[config.mk]
export PLATFORM = sky130hd
export DESIGN_NAME = vbit_reader
export DESIGN_NICKNAME = d
export VERILOG_FILES = /design/src/rtl/vbr_pkg.sv /design/src/rtl/vbr_advance.sv /design/src/rtl/vbr_fetch.sv /design/src/rtl/vbit_reader.sv
export SDC_FILE = /design/constraint.sdc
export NUM_CORES = 1
export LEC_CHECK = 0
export BUFFER_PORTS_ARGS = -buffer_cell sky130_fd_sc_hd__buf_4
export CORE_ASPECT_RATIO = 0.6
export CORE_MARGIN = 1.5
export CORE_UTILIZATION = 65
export DETAILED_ROUTE_END_ITERATION = 7
export PLACE_DENSITY = 0.92
export SLEW_MARGIN = 15
export SYNTH_ARGS = -nofsm -noshare
export SYNTH_HDL_FRONTEND = slang
export SYNTH_SLANG_ARGS = --single-unit
[constraint.sdc]
create_clock -name clk -period 13.3 [get_ports clk]
set_clock_uncertainty 0.2 [all_clocks]
set_input_delay 1.995 -clock clk [delete_from_list [all_inputs] [get_ports clk]]
set_output_delay 1.995 -clock clk [all_outputs]
set_load 0.01 [all_outputs]
[src/rtl/vbr_pkg.sv]
package vbr_pkg;
  parameter int ADDR_W = 24;
  parameter int WORD_W = 16;

  typedef enum logic [1:0] {
    F_IDLE = 2'd0,
    F_LO   = 2'd1,
    F_HI   = 2'd2
  } fetch_st_t;

  // register selects; address bytes occupy selects 0..2 in ascending order
  localparam logic [2:0] SEL_CTRL = 3'd3;
  localparam logic [2:0] SEL_DLO  = 3'd4;
  localparam logic [2:0] SEL_DHI  = 3'd5;
endpackage

[src/rtl/vbr_advance.sv]
module vbr_advance #(
  parameter int ADDR_W = 24,
  parameter int WORD_W = 16
) (
  input  logic [ADDR_W-1:0]          cur_addr,
  input  logic [$clog2(WORD_W)-1:0]  cur_pos,
  input  logic [$clog2(WORD_W)-1:0]  len_code,
  output logic [ADDR_W-1:0]          nxt_addr,
  output logic [$clog2(WORD_W)-1:0]  nxt_pos
);
  localparam int PW = $clog2(WORD_W);
  localparam logic [ADDR_W-1:0] STEP = ADDR_W'(WORD_W / 8);

  logic [PW:0] len_full;
  logic [PW:0] sum;

  always_comb begin
    // a zero length code stands for a full word
    len_full = (len_code == '0) ? (PW+1)'(WORD_W) : {1'b0, len_code};
    sum      = len_full + {1'b0, cur_pos};
    nxt_pos  = sum[PW-1:0];
    nxt_addr = cur_addr + (sum[PW] ? STEP : '0);
  end
endmodule

[src/rtl/vbr_fetch.sv]
module vbr_fetch
  import vbr_pkg::*;
#(
  parameter int ADDR_W = 24,
  parameter int WORD_W = 16
) (
  input  logic                       clk,
  input  logic                       rst,
  input  logic                       start,
  input  logic [ADDR_W-1:0]          start_addr,
  input  logic [$clog2(WORD_W)-1:0]  start_shift,
  output logic                       busy,
  output logic [WORD_W-1:0]          data_q,
  output logic                       mem_req,
  output logic [ADDR_W-1:0]          mem_addr,
  input  logic                       mem_ack,
  input  logic [WORD_W-1:0]          mem_rdata
);
  localparam int PW = $clog2(WORD_W);
  localparam logic [ADDR_W-1:0] STEP = ADDR_W'(WORD_W / 8);

  fetch_st_t           st;
  logic [WORD_W-1:0]   lo_q;
  logic [PW-1:0]       sh_q;
  logic [ADDR_W-1:0]   a_q;
  logic [2*WORD_W-1:0] pair;

  assign pair     = {mem_rdata, lo_q} >> sh_q;
  assign busy     = (st != F_IDLE);
  assign mem_req  = (st != F_IDLE);
  assign mem_addr = a_q;

  always_ff @(posedge clk) begin
    if (rst) begin
      st     <= F_IDLE;
      lo_q   <= '0;
      sh_q   <= '0;
      a_q    <= '0;
      data_q <= '0;
    end else begin
      case (st)
        F_IDLE: if (start) begin
          a_q  <= start_addr;
          sh_q <= start_shift;
          st   <= F_LO;
        end
        F_LO: if (mem_ack) begin
          lo_q <= mem_rdata;
          a_q  <= a_q + STEP;   // wraps at the address width
          st   <= F_HI;
        end
        F_HI: if (mem_ack) begin
          data_q <= pair[WORD_W-1:0];
          st     <= F_IDLE;
        end
        default: st <= F_IDLE;
      endcase
    end
  end

  // request address held until the word arrives
  p_addr_hold_r8: assert property (@(posedge clk) disable iff (rst)
    (mem_req && !mem_ack) |=> (mem_addr == $past(mem_addr)));

  // second fetch is the word two bytes above the first, wrapping
  p_second_word_r7: assert property (@(posedge clk) disable iff (rst)
    (st == F_LO && mem_ack) |=> (mem_addr == ADDR_W'($past(mem_addr) + STEP)));

  // window changes only on the second response
  p_window_hold_r8: assert property (@(posedge clk) disable iff (rst)
    !(st == F_HI && mem_ack) |=> $stable(data_q));
endmodule

[src/rtl/vbit_reader.sv]
module vbit_reader
  import vbr_pkg::*;
#(
  parameter int ADDR_W = 24,
  parameter int WORD_W = 16
) (
  input  logic              clk,
  input  logic              rst,
  input  logic [2:0]        host_sel,
  input  logic              host_we,
  input  logic              host_re,
  input  logic [7:0]        host_wdata,
  output logic [7:0]        host_rdata,
  output logic              host_rvalid,
  output logic              busy,
  output logic              mem_req,
  output logic [ADDR_W-1:0] mem_addr,
  input  logic              mem_ack,
  input  logic [WORD_W-1:0] mem_rdata
);
  localparam int PW = $clog2(WORD_W);
  localparam int NB = ADDR_W / 8;

  logic [ADDR_W-1:0] addr_q, addr_wr, nxt_addr, start_addr;
  logic [7:0]        ctrl_q;
  logic [PW-1:0]     pos_q, nxt_pos, len_code, start_shift;
  logic [WORD_W-1:0] data_q;
  logic              wr_addr, wr_ctrl, rd_step, advance, start;

  // command decode; nothing is accepted while fetches are outstanding
  always_comb begin
    wr_addr = host_we && !busy && (host_sel < 3'(NB));
    wr_ctrl = host_we && !busy && (host_sel == SEL_CTRL);
    rd_step = host_re && !host_we && !busy && (host_sel == SEL_DHI) && ctrl_q[7];
    advance = wr_ctrl || rd_step;
    start   = wr_addr || advance;
    len_code = wr_ctrl ? host_wdata[PW-1:0] : ctrl_q[PW-1:0];
  end

  always_comb begin
    addr_wr = addr_q;
    for (int k = 0; k < NB; k++)
      if (host_sel == 3'(k)) addr_wr[8*k +: 8] = host_wdata;
  end

  vbr_advance #(.ADDR_W(ADDR_W), .WORD_W(WORD_W)) u_adv (
    .cur_addr (addr_q),
    .cur_pos  (pos_q),
    .len_code (len_code),
    .nxt_addr (nxt_addr),
    .nxt_pos  (nxt_pos)
  );

  assign start_addr  = wr_addr ? addr_wr : nxt_addr;
  assign start_shift = wr_addr ? '0 : nxt_pos;

  vbr_fetch #(.ADDR_W(ADDR_W), .WORD_W(WORD_W)) u_fetch (
    .clk         (clk),
    .rst         (rst),
    .start       (start),
    .start_addr  (start_addr),
    .start_shift (start_shift),
    .busy        (busy),
    .data_q      (data_q),
    .mem_req     (mem_req),
    .mem_addr    (mem_addr),
    .mem_ack     (mem_ack),
    .mem_rdata   (mem_rdata)
  );

  always_ff @(posedge clk) begin
    if (rst) begin
      addr_q <= '0;
      ctrl_q <= '0;
      pos_q  <= '0;
    end else if (wr_addr) begin
      addr_q <= addr_wr;
      pos_q  <= '0;
    end else if (advance) begin
      addr_q <= nxt_addr;
      pos_q  <= nxt_pos;
      if (wr_ctrl) ctrl_q <= host_wdata;
    end
  end

  always_ff @(posedge clk) begin
    if (rst) begin
      host_rdata  <= '0;
      host_rvalid <= 1'b0;
    end else begin
      host_rvalid <= host_re;
      if (host_re) begin
        case (host_sel)
          3'd0:     host_rdata <= addr_q[7:0];
          3'd1:     host_rdata <= addr_q[15:8];
          3'd2:     host_rdata <= addr_q[23:16];
          SEL_CTRL: host_rdata <= ctrl_q;
          SEL_DLO:  host_rdata <= data_q[7:0];
          SEL_DHI:  host_rdata <= data_q[15:8];
          default:  host_rdata <= '0;
        endcase
      end
    end
  end

  p_pos_clear_r2: assert property (@(posedge clk) disable iff (rst)
    wr_addr |=> (pos_q == '0));

  p_addr_step_r4: assert property (@(posedge clk) disable iff (rst)
    advance |=> ((addr_q == $past(addr_q)) ||
                 (addr_q == ADDR_W'($past(addr_q) + ADDR_W'(2)))));

  p_busy_follows_r8: assert property (@(posedge clk) disable iff (rst)
    start |=> busy);

  p_ignore_busy_r9: assert property (@(posedge clk) disable iff (rst)
    (busy && host_we) |=> ($stable(addr_q) && $stable(ctrl_q) && $stable(pos_q)));

  p_rvalid_r10: assert property (@(posedge clk) disable iff (rst)
    host_re |=> host_rvalid);
endmodule

* Yosys cells after proc, flatten, opt, wreduce, memory -nomap -nowiden *
Index checks and enable logic that the tools add are counted.

storage, ports and cells
  output and inout bits = 35
  bits in registers = 107

operators by class
  shifts and indexed selects = 1
  reductions and logical operators = 24
  bitwise gates (word level) = 1
  $lt $le $gt $ge = 1
  mux-type cells = 18
  $add $sub $neg = 3
  eq/ne operators = 10

operator list
  kind                                                                   count
  24-bit 2-to-1 mux                                                      5
  24-bit one-hot mux with 2 select lines                                 1
  8-bit one-hot mux with 6 select lines                                  1
  32-bit by 4-bit >> shifter with 16-bit output                          1
  24-bit by 2-bit adder with 24-bit output (second input constant)       1
  24-bit adder                                                           1
  8-bit 2-to-1 mux                                                       3
  3-bit AND reduction                                                    3
  2-bit 2-to-1 mux                                                       4
  4-bit 2-to-1 mux                                                       2
  1-bit logical AND                                                      7
  3-bit by 2-bit == test with 1-bit output (second input constant)       2
  3-bit == test (second input constant)                                  2
  2-bit != test (second input constant)                                  3
  2-bit one-hot mux with 3 select lines                                  1
  2-bit AND reduction                                                    3
  2-bit nonzero test                                                     3
  5-bit by 4-bit adder with 5-bit output                                 1
  5-bit 2-to-1 mux                                                       1
  4-bit zero test                                                        1
  3-bit by 1-bit == test with 1-bit output (second input constant)       1
  3-bit zero test                                                        1
  3-bit by 2-bit < comparator with 1-bit output (second input constant)  1
  2-bit by 1-bit == test with 1-bit output (second input constant)       1
  6 further kinds                                                        8

* Longest topological paths before layout *
  word-level depth = 13
  mapped depth = 21

* By module *
From an unflattened synthesis, not the netlist that was laid out.

unflattened totals
  cells, all modules = 894
  area total of the unflattened synthesis = 7363.3 um2

modules (own cells, without submodules)
  module       area an instance (um2)  times used  sequential area each (um2)  cells an instance
  vbr_fetch    4008.8                  1           1241.2                      459
  vbit_reader  2770.2                  1           900.9                       356
  vbr_advance  584.3                   1           0.0                         79

* Worst setup path after synthesis *
Ideal clock, no wire load.

  path type = input-to-reg
  from = input host_sel[2]
  to = register u_fetch.a_q[11] (netlist: u_fetch.mem_addr[11])
  buffers on the path = 2
  data arrival time = 5.635 ns
  data required time = 13.026 ns
  path slack = 7.390 ns
  cell stages on the path = 20
  library setup time = 0.074 ns
  cell sequence = or4b_4 > buf_6 > nor2_4 > mux2i_1 > inv_1 > ha_1 > inv_1 > fa_1 > inv_1 > a21o_1 > a21oi_1 > xor2_1 > ha_1 > ha_1 > nand2_1 > a211oi_2 > clkbuf_1 > a211oi_1 > a211o_1 > a31oi_1

between the ends
  word-level cells in the longest chain between the ends = 11
  elaborated cells between the ends (all ways) = 22

RTL lines
  what                                      RTL line           RTL
  start: declaration                        vbit_reader.sv:9   input logic [2:0] host_sel,
  3-bit by 2-bit == test with 1-bit output  vbit_reader.sv:33  wr_ctrl = host_we && !busy && (host_sel == SEL_CTRL);
  1-bit logical AND                         vbit_reader.sv:33
  4-bit 2-to-1 mux                          vbit_reader.sv:37  len_code = wr_ctrl ? host_wdata[PW-1:0] : ctrl_q[PW-1:0];
  4-bit zero test                           vbr_advance.sv:19  len_full = (len_code == '0) ? (PW+1)'(WORD_W) : {1'b0, len_code};
  5-bit 2-to-1 mux                          vbr_advance.sv:19
  5-bit by 4-bit adder with 5-bit output    vbr_advance.sv:20  sum = len_full + {1'b0, cur_pos};
  2-bit 2-to-1 mux                          vbr_advance.sv:22  nxt_addr = cur_addr + (sum[PW] ? STEP : '0);
  24-bit adder                              vbr_advance.sv:22
  24-bit 2-to-1 mux                         vbit_reader.sv:54  assign start_addr = wr_addr ? addr_wr : nxt_addr;
  24-bit 2-to-1 mux                         vbr_fetch.sv:42    F_IDLE: if (start) begin
  24-bit one-hot mux with 2 select lines    vbr_fetch.sv:41    case (st)
  end signal: assignment                    vbr_fetch.sv:43    a_q <= start_addr;
  end signal: assignment                    vbr_fetch.sv:49    a_q <= a_q + STEP;
  end: declaration                          vbr_fetch.sv:25    logic [ADDR_W-1:0] a_q;

Several ways; a longest one is shown, not always the timed one. The select of a mux whose other input is x is not followed.
A chain may end at the register's enable or synchronous reset.

* Worst setup path in the final report *
  from = input host_sel[2]
  to = register u_fetch.a_q[9] (netlist: u_fetch.mem_addr[9])

Same word-level chain as after synthesis.

==> results.ini <==
[outcome]
status=completed

[timing]
timing.final.crit_share_pct=52.57
worst-slew-pin-transition_ns=1.176
min_period_ns=6.992
hold_viol=0
maxSlewViolCount=0
worst_slack_ns=6.308
setup-violations-final=0
fmax_mhz=143.0
rsz0062_at_grt=no
relSlewSlack_pct=21.28
tns_ns=0

[power]
internal-power_uw=512.3
p_leak_uw=0.002614
p_sw_uw=205.3
ir_drop_mv=0.06525
fin_total_pwr_uw=717.5
swShare_pct=28.61
power.share.clock_pct=40.3
combinationalPowerShare_pct=12.9
power.density_nw_per_um2=95.12
power_frac_seq_pct=46.9

[placed_design]
place_hpwl_um=16650
numPortBuffers=66
placed_cells=973
dpl_worst_slack_ns=6.204
gp_congestion=1.002

[grt]
grt.total_usage_pct=41.76
grt_start_max_net_pins=90
grt_pass1_wl_um=35070
overflow=0
antenna_found_initial=0
grt_pass1_vias=6366

[floorplan]
dieHeight_um=82.19
coreArea_um2=10020
die_w_um=135.0
fp.dieArea_um2=11090
initial_utilization_pct=67.81
rows=28
ios=67

[yosys]
synthFlopType=dfxtp_1
syn_area_um2=6794
async_flop_share_pct=0
syn_avg_cell_area_um2=8.156
synthCells=833
synth_edf_count=0
syn_nets=873
synth_seq_cells=107
yosysSeqAreaShare_pct=31.53
yosys_warnings=0
synth.distinct_cells=72

[clock_network]
cts_tree=yes
post_cts_resize_count=0
cts_hold_buf=0
cts_max_level=3
post_cts_buffers=0
cts-root-buf=clkbuf_16
cts.clk_slew.worst_paths_ns=0.07
cts_buffers=9
clk_latency_ns=0.36
cts_sinks=107
clock_path_buffers=2

[detailed_routing]
drtPass1Iterations=7
drt-initial-drc-count=1305
viasPerCell=7.294
wl_per_cell_um=23.21
drt-total-wl_um=22960
antenna_left=0
vias=7214
drc=0

[critical_path]
cp.arrival_ns=7.08
worstSetupEndpointType=flip-flop
critPathLaunchType=input port
critPathKind=in2reg
crit_path_max_fanout=23
cp.required_ns=13.39
regToRegSetupSlack_ns=7.58

[cells_and_area]
finalNonFillerCells=989
mostFrequentLayoutCells=nand2_1, dfxtp_1, a21oi_1
multi_input_area_um2=4310
utilization_pct=75.29
antennaDiodeCount=0
fillers=762
nNetsFinal=889
drive_gt1_share_pct=16.86
layout_commonest_cell=nand2_1
final-seq-area_um2=2143
area_growth_pct=11.03

[min_path]
hold_class=reg2reg

[run]
max-cap-violations=0

[kinds of logic after synthesis]
kind of cell	count (synthesis)	share of synthesized area [%]
compound gates	255	23.20
fa+ha+maj	8	1.584
flops	107	31.53
xor+xnor	3	0.3868
mux	79	16.45
simple gates	297	21.69
buf+inv	84	5.156
[sequential cells by signal, summed over array words and instances, names as in the netlist, 4 cells and up]
signal / cells
addr_q: 24
ctrl_q: 8
host_rdata: 8
pos_q: 4
u_fetch.data_q: 16
u_fetch.lo_q: 16
u_fetch.mem_addr: 24
u_fetch.sh_q: 4
[worst max-delay path, cell delays in order]
cell	delay, ns
buf_4	0.22
or4b_4	0.68
nor2_4	0.29
mux2i_1	0.35
inv_1	0.09
ha_1	0.21
inv_1	0.08
fa_1	0.22
inv_1	0.06
a21o_1	0.17
a21oi_1	0.22
xor2_1	0.20
ha_1	0.20
ha_1	0.19
nand2_1	0.11
a211oi_2	0.91
a211oi_1	0.19
or4_1	0.58
o21ai_1	0.10
[through the flow]
| step | area (um^2) | hold slack [ns] |
|---|---|---|
| finish | 7543 | 0.2730 |
| global route | 7543 | 0.2967 |
| CTS | 7543 | 0.2749 |
| detailed placement | 7227 | 0.2520 |
| global placement | 7227 | 0.2426 |
| floorplan | 6794 | 0.2196 |
[layer usage]
layer | global-route usage [%] | vias to the layer above | share of wire (%)
met1 | 59.01 | 3389 | 41
met2 | 57.49 | 628 | 40
met3 | 18.25 | 73 | 17
li1 | - | 3124 | -
met4 | 11.29 | 0 | 2.2
met5 | 0 | - | 0
[final timing paths]
kind,to,cells after the start,from
max,u_fetch.mem_addr[9],19,host_sel[2]
min,u_fetch.data_q[1],2,u_fetch.data_q[1]
max reg2reg,u_fetch.mem_addr[9],18,u_fetch.st[1]
min reg2reg,u_fetch.data_q[1],2,u_fetch.data_q[1]
[area by class of cell]
type	instances	share of cell area, %
Clock inverter	7	1.211
Timing Repair Buffer	72	7.165
Sequential cell	107	28.41
Clock buffer	9	2.986
Tap cell	135	2.239
Inverter	17	0.8459
Multi-Input combinational cell	642	57.14
[cell usage after synthesis (6+ instances only)]
library cell,n,area share [%]
nand2_1,119,6.6
dfxtp_1,107,32
a21oi_1,92,6.8
nor2_1,56,3.1
o21ai_0,55,4.1
clkbuf_1,43,2.4
mux2i_1,43,6.3
mux4_2,25,8.3
o211ai_1,20,2.2
nand4_1,19,1.7
a31oi_1,18,1.7
inv_1,16,0.88
nand3_1,15,1.1
nand2b_1,14,1.3
a211oi_1,13,1.4
buf_2,13,0.96
nor3_1,13,0.96
mux2_2,11,1.8
a311o_1,9,1.3
and3_1,9,0.83
buf_1,8,0.44
ha_1,7,1.3
and4_1,6,0.77
o2111ai_1,6,0.77
o21ai_1,6,0.44
[power groups by stage]
stage          logic (uW)  registers, uW  clock network (uW)
2_1_floorplan        56.3            340                   0
3_3_place_gp         84.5            342                   0
3_5_place_dp         87.4            343                   0
5_1_grt              97.3            337                 300
6_report             92.2            336                 289
4_1_cts              88.1            335                 285
(Power assumes the default switching activity.)
